===== config.mk =====
export PLATFORM = sky130hd
export DESIGN_NAME = pwm6_out_gen
export DESIGN_NICKNAME = d
export VERILOG_FILES = /design/src/rtl/pwmgen_pkg.sv /design/src/rtl/pwm_period_counter.sv /design/src/rtl/pwm_channel.sv /design/src/rtl/pin_mode_mux.sv /design/src/rtl/pwm6_out_gen.sv
export SDC_FILE = /design/constraint.sdc
export NUM_CORES = 1
export LEC_CHECK = 0
export BUFFER_PORTS_ARGS = -buffer_cell sky130_fd_sc_hd__buf_2
export CAP_MARGIN = 25
export CORE_ASPECT_RATIO = 0.6
export CORE_MARGIN = 1
export CORE_UTILIZATION = 41
export CTS_CLUSTER_SIZE = 14
export DETAILED_ROUTE_END_ITERATION = 12
export SLEW_MARGIN = 0
export SYNTH_ARGS = -nofsm -noshare
export SYNTH_HDL_FRONTEND = slang
export SYNTH_SLANG_ARGS = --single-unit
export TNS_END_PERCENT = 20

===== constraint.sdc =====
create_clock -name clk -period 5.1 [get_ports clk]
set_input_delay 0 -clock clk [delete_from_list [all_inputs] [get_ports clk]]
set_output_delay 0 -clock clk [all_outputs]
set_load 0.1 [all_outputs]

===== src/rtl/pwmgen_pkg.sv =====
package pwmgen_pkg;
  typedef enum logic [1:0] {
    PM_SEG_A = 2'b00,
    PM_SEG_B = 2'b01,
    PM_GPO   = 2'b10,
    PM_PWM   = 2'b11
  } pin_mode_e;
endpackage


===== src/rtl/pwm_period_counter.sv =====
module pwm_period_counter #(
  parameter int CNT_W = 7
) (
  input  logic             clk,
  input  logic             rst_i,
  input  logic             tick_i,
  output logic [CNT_W-1:0] cnt_o,
  output logic             wrap_o
);
  localparam logic [CNT_W-1:0] LAST = '1;

  // the tick that moves the counter from its last step back to 0
  assign wrap_o = tick_i && (cnt_o == LAST);

  always_ff @(posedge clk) begin
    if (rst_i)       cnt_o <= '0;
    else if (tick_i) cnt_o <= cnt_o + 1'b1;
  end

  // no tick, no movement
  a_r1_hold: assert property (@(posedge clk) disable iff (rst_i)
    !tick_i |=> $stable(cnt_o));
  // a tick moves exactly one step, wrapping modulo the frame length
  a_r1_step: assert property (@(posedge clk) disable iff (rst_i)
    tick_i |=> (cnt_o == $past(cnt_o) + 1'b1));
endmodule


===== src/rtl/pwm_channel.sv =====
module pwm_channel #(
  parameter int DUTY_W  = 7,
  parameter bit STAGGER = 1'b0
) (
  input  logic              clk,
  input  logic              rst_i,
  input  logic              wrap_i,
  input  logic [DUTY_W-1:0] cnt_i,
  input  logic [DUTY_W-1:0] duty_i,
  input  logic              inv_i,
  output logic              wave_o
);
  localparam int EW = DUTY_W + 1;
  localparam logic [EW-1:0]     PERIOD_EXT = {1'b1, {DUTY_W{1'b0}}};
  localparam logic [DUTY_W-1:0] LAST = '1;

  logic [DUTY_W-1:0] act_duty;
  logic              late;

  // Early form: high from step 0 up to duty-1.
  // Late form: high for the final 'duty' steps of the frame.
  function automatic logic level_at(input logic [DUTY_W-1:0] c,
                                    input logic [DUTY_W-1:0] d,
                                    input logic              late_form);
    if (late_form) return ({1'b0, c} >= (PERIOD_EXT - {1'b0, d}));
    else           return (c < d);
  endfunction

  always_ff @(posedge clk) begin
    if (rst_i)       act_duty <= '0;
    else if (wrap_i) act_duty <= duty_i;
  end

  assign late   = STAGGER && inv_i;
  assign wave_o = level_at(cnt_i, act_duty, late);

  // applied duty changes only at a frame wrap
  a_r7_duty_hold: assert property (@(posedge clk) disable iff (rst_i)
    !wrap_i |=> $stable(act_duty));
  // zero duty never drives high
  a_r3_zero_low: assert property (@(posedge clk) disable iff (rst_i)
    (act_duty == '0) |-> !wave_o);
  // early-form channels with nonzero duty are high at step 0
  a_r9_start_high: assert property (@(posedge clk) disable iff (rst_i)
    (!late && act_duty != '0 && cnt_i == '0) |-> wave_o);
  // late-form channels with nonzero duty are high on the final step
  a_r8_late_tail: assert property (@(posedge clk) disable iff (rst_i)
    (late && act_duty != '0 && cnt_i == LAST) |-> wave_o);
endmodule


===== src/rtl/pin_mode_mux.sv =====
module pin_mode_mux #(
  parameter int NUM_CH = 6
) (
  input  logic [2*NUM_CH-1:0] mode_i,
  input  logic [NUM_CH-1:0]   seg_i,
  input  logic [NUM_CH-1:0]   gpo_lvl_i,
  input  logic [NUM_CH-1:0]   wave_i,
  output logic [NUM_CH-1:0]   pin_o
);
  import pwmgen_pkg::*;

  for (genvar i = 0; i < NUM_CH; i++) begin : g_pin
    pin_mode_e sel;
    assign sel = pin_mode_e'(mode_i[2*i +: 2]);
    always_comb begin
      case (sel)
        PM_GPO:  pin_o[i] = gpo_lvl_i[i];
        PM_PWM:  pin_o[i] = wave_i[i];
        default: pin_o[i] = seg_i[i];
      endcase
    end
  end
endmodule


===== src/rtl/pwm6_out_gen.sv =====
module pwm6_out_gen #(
  parameter int NUM_CH = 6,
  parameter int DUTY_W = 7
) (
  input  logic                     clk,
  input  logic                     rst_i,
  input  logic                     tick_i,
  input  logic [NUM_CH*DUTY_W-1:0] duty_i,
  input  logic [2*NUM_CH-1:0]      mode_i,
  input  logic [NUM_CH-1:0]        gpo_lvl_i,
  input  logic [NUM_CH-1:0]        seg_i,
  input  logic                     invert_i,
  output logic [NUM_CH-1:0]        pin_o
);
  logic [DUTY_W-1:0] frame_cnt;
  logic              frame_wrap;
  logic              inv_act;
  logic [NUM_CH-1:0] wave;

  pwm_period_counter #(.CNT_W(DUTY_W)) u_cnt (
    .clk    (clk),
    .rst_i  (rst_i),
    .tick_i (tick_i),
    .cnt_o  (frame_cnt),
    .wrap_o (frame_wrap)
  );

  // inversion is applied only at the frame boundary, like the duties
  always_ff @(posedge clk) begin
    if (rst_i)           inv_act <= 1'b0;
    else if (frame_wrap) inv_act <= invert_i;
  end

  for (genvar i = 0; i < NUM_CH; i++) begin : g_ch
    pwm_channel #(.DUTY_W(DUTY_W), .STAGGER(i % 2 == 1)) u_ch (
      .clk    (clk),
      .rst_i  (rst_i),
      .wrap_i (frame_wrap),
      .cnt_i  (frame_cnt),
      .duty_i (duty_i[DUTY_W*i +: DUTY_W]),
      .inv_i  (inv_act),
      .wave_o (wave[i])
    );

    // each pin follows the source its mode field selects
    a_r4_seg_pass: assert property (@(posedge clk) disable iff (rst_i)
      (mode_i[2*i+1] == 1'b0) |-> (pin_o[i] == seg_i[i]));
    a_r5_gpo_pass: assert property (@(posedge clk) disable iff (rst_i)
      (mode_i[2*i +: 2] == 2'b10) |-> (pin_o[i] == gpo_lvl_i[i]));
    a_r6_pwm_pass: assert property (@(posedge clk) disable iff (rst_i)
      (mode_i[2*i +: 2] == 2'b11) |-> (pin_o[i] == wave[i]));
  end

  pin_mode_mux #(.NUM_CH(NUM_CH)) u_mux (
    .mode_i    (mode_i),
    .seg_i     (seg_i),
    .gpo_lvl_i (gpo_lvl_i),
    .wave_i    (wave),
    .pin_o     (pin_o)
  );

  // applied inversion changes only at a frame wrap
  a_r7_inv_hold: assert property (@(posedge clk) disable iff (rst_i)
    !frame_wrap |=> $stable(inv_act));
endmodule


==> run summary <==
OUTCOME
------------------------------------------------------------------------------
Result of the run                                                 complete, no violations

FLOW RUN
------------------------------------------------------------------------------
Max-cap violations                                                           0

YOSYS
------------------------------------------------------------------------------
Synthesized netlist net count                                              591
Summed instance area of the synthesized netlist                       3598 µm²
Average footprint of a synthesized cell                              7.823 µm²
Distinct cell type count of the synthesized netlist                         35
Number of warning messages in the yosys log                                  0
Number of instances in the synthesized netlist                             460
Fraction of the yosys area taken by sequential cells                    27.82%
Synthesized flop and latch total                                            50

GLOBAL ROUTING
------------------------------------------------------------------------------
Antenna violations before repair                                             0
Wire length of the first global-routing pass                          15.15 mm
Pin count of the biggest net entering global routing                        51
Vias in the first global route                                            3348
Tot GR Track Use                                                        21.20%
Gr ovfl total                                                                0

PLACEMENT
------------------------------------------------------------------------------
Instance area after placement                                         4005 µm²
Worst setup timing slack at the placement stage                       2.642 ns
HPWL after detailed placement                                         6.418 mm
Count of input and output buffers                                           75
Global placer's final weighted congestion                               0.7851

POWER
------------------------------------------------------------------------------
Post-layout total power                                              0.9338 mW
Part of the power in registers                                           42.5%
Leakage power of the design                                           1.879 nW
Fraction of power spent switching nets                                  26.10%
Internal Power                                                       0.6901 mW
Power Density                                                     201.9 nW/µm²
Maximum vdd ir drop                                                  0.1274 mV
Gate power share                                                         15.3%
Clk network pwr share                                                    42.2%
Switching Power                                                      0.2437 mW

CLOCKING
------------------------------------------------------------------------------
Root buf cell                                                        clkbuf_16
CTS tree                                                                 built
H-tree depth                                                                 2
Number of buffers inserted by post-CTS setup repair                          0
Number of buffers created by CTS                                             5
Clk Latency, worst-skew pair                                           0.30 ns
TritonCTS sink count                                                        50
Clock Pin Slew Worst Setup and Hold Paths                              0.07 ns
Maximum clock path buffer count                                              2

WORST SETUP PATH
------------------------------------------------------------------------------
Critical Path, Cell by Cell                                       inv_1, ha_1, xor2_1, ha_1, nand2_1, o21ai_0, a41oi_1, a311o_1, o211ai_1, buf_2
Setup slack of the most critical reg-to-reg path                       2.67 ns
Slowest stage cell, crit path                                            buf_2
Element type at the critical path start                               register
CP dominant cell by count                                                 ha_1
Crit path arrival time                                                 2.73 ns
WS Path Type                                                        reg -> out
Data required time at the worst endpoint                               5.10 ns
Largest incremental delay on the critical path                         0.45 ns
Endpoint type of the worst setup path                               output pin
Critical-path maximum fanout                                                 4

STA
------------------------------------------------------------------------------
Setup-violating endpoint count in the final report                           0
Max transition margin                                                   52.71%
Hold Fails Final Rpt                                                         0
Transition time at the pin with the least slew margin                0.7083 ns
Worst clock skew                                                   0.004810 ns
Smallest setup slack after layout                                     2.371 ns
Unrepaired setup endpoints after global routing                          false
Max Clock Freq                                                       366.4 MHz
Post-layout min period                                                2.729 ns
Post-route fraction of the period consumed by the critical path         53.52%
Setup total negative slack                                                0 ns
Final Max Tran Viols                                                         0

FINAL LAYOUT
------------------------------------------------------------------------------
Area of the multi-input gates                                         2293 µm²
Layout cell share with drive strength beyond 1                          17.13%
Fillers                                                                    851
Inserted Diodes                                                              0
Register area                                                         1001 µm²
Nets                                                                       702
Most frequent cells in the layout                                 nand2_1, buf_2, ha_1, inv_1, dfxtp_1
Commonest non-fill, non-tap cell in the layout                         nand2_1
Final Util                                                              54.26%
Area grow syn2layout                                                    28.51%
Cell area after layout                                                4624 µm²

ROUTE
------------------------------------------------------------------------------
Final WL                                                              9.206 mm
Drt first-iter violations                                                  157
Number of vias per cell                                                  4.961
Overall via count from detail_route                                       3393
DRC violations left                                                          0
Drt pass-1 iters                                                             5
Post-route ant nets                                                          0
Routed len/inst                                                       13.46 µm

FLOORPLAN
------------------------------------------------------------------------------
Top-level I/O count                                                         76
Die footprint                                                         9167 µm²
Height of the chip                                                    74.57 µm
Core Box Area                                                         8523 µm²
Effective utilization at floorplan                                      42.22%
Chip width                                                            122.9 µm
Total number of placement rows                                              26

HOLD PATH
------------------------------------------------------------------------------
Worst min-delay path category                                        in -> reg

==> worst paths after layout <==
| kind | start | to | cells past startpoint |
|---|---|---|---|
| hold / removal | tick_i | u_cnt.cnt_o[0]$_SDFFE_PP0P_ | 3 |
| hold reg to reg | g_ch[2].u_ch.act_duty[2]$_SDFFE_PP0P_ | g_ch[2].u_ch.act_duty[2]$_SDFFE_PP0P_ | 2 |
| setup / recovery | g_ch[1].u_ch.act_duty[0]$_SDFFE_PP0P_ | pin_o[1] | 10 |
| setup reg to reg | u_cnt.cnt_o[1]$_SDFFE_PP0P_ | g_ch[5].u_ch.act_duty[6]$_SDFFE_PP0P_ | 7 |
==> layer usage <==
metal	up-vias	GRT usage, %	routed length [µm]
li1	1783	-	-
met4	0	5.420	94
met5	-	0	0
met1	1541	27.94	4870
met2	58	36.08	3956
met3	11	3.834	285
==> logic make-up (layout without fill, tap and decap cells) <==
group | after synthesis | count (layout) | share of synthesized area, %
simple gates | 152 | 152 | 18.50
compound gates | 106 | 106 | 17.73
buf+inv | 66 | 178 | 8.449
fa+ha+maj | 61 | 61 | 21.21
flops | 50 | 50 | 27.82
xor+xnor | 19 | 19 | 4.624
mux | 6 | 6 | 1.669
==> what timing repair did <==
action	4_1_cts	5_1_grt
hold buffers	43	0
endpoints found under the hold margin	43	0
resized for setup	0	0
endpoints found under the setup margin	0	0
==> power by group through the flow <==
stage,clock [mW],combinational (mW),sequential [mW]
floorplan,0,0.0726,0.404
global placement,0,0.113,0.405
detailed placement,0,0.115,0.406
CTS,0.402,0.140,0.396
global route,0.419,0.157,0.397
finish,0.394,0.143,0.397
==> synthesized netlist by cell type, drive strengths merged <==
| master | number | area [µm²] |
|---|---|---|
| o2111ai | 2 | 17.52 |
| nor3 | 8 | 40.04 |
| nand2 | 101 | 379.1 |
| a31oi | 2 | 12.51 |
| and2 | 1 | 8.760 |
| a311o | 1 | 10.01 |
| or3 | 2 | 12.51 |
| ha | 61 | 763.2 |
| o21a | 3 | 22.52 |
| nor2 | 12 | 47.55 |
| buf | 5 | 75.07 |
| o21ai | 23 | 115.1 |
| dfxtp | 50 | 1001 |
| a41oi | 1 | 8.760 |
| a211oi | 5 | 37.54 |
| nor2b | 4 | 25.02 |
| mux2i | 6 | 60.06 |
| o31ai | 1 | 7.510 |
| xnor2 | 13 | 113.9 |
| a2111oi | 1 | 8.760 |
| o211ai | 7 | 52.55 |
| inv | 50 | 187.7 |
| xor2 | 6 | 52.55 |
| nor4bb | 3 | 30.03 |
| nand4 | 3 | 25.02 |
| clkbuf | 11 | 41.29 |
| or4 | 1 | 7.510 |
| a21boi | 3 | 22.52 |
| and3 | 2 | 12.51 |
| a21oi | 57 | 322.8 |
| nand3 | 13 | 65.06 |
| nand2b | 2 | 12.51 |
==> worst max-delay path: cells and delay by family (launching register included) <==
| kind | cells | cell delay, ns |
|---|---|---|
| DFF | 1 | 0.39 |
| adders and majority gates | 2 | 0.52 |
| xor gates and xnor gates | 1 | 0.15 |
| AOI/OAI and AO/OA | 4 | 0.80 |
| buffers and inverters | 2 | 0.51 |
| and+or+nand+nor | 1 | 0.05 |
==> through the flow <==
step | std cells | hold slack [ns]
3_3_place_gp | 632 | 0.2441
6_report | 684 | 0.06510
3_5_place_dp | 632 | 0.2508
2_1_floorplan | 460 | 0.1360
5_1_grt | 684 | 0.1049
4_1_cts | 683 | 0.05070
==> state kept, by name, indices dropped and copies added (netlist names) <==
signal / cells
g_ch.u_ch.act_duty: 42
u_cnt.cnt_o: 7
inv_act: 1
==> layout make-up <==
cell class / instances / area share (%)
inverters: 50 / 4.058
multi-input cells: 344 / 49.59
clock inverters: 3 / 0.9470
clock buffers: 5 / 2.706
well taps: 112 / 3.030
flip-flops and latches: 50 / 21.64
repair buffers: 120 / 18.02
No activity file was read; power rests on OpenSTA's default activity.
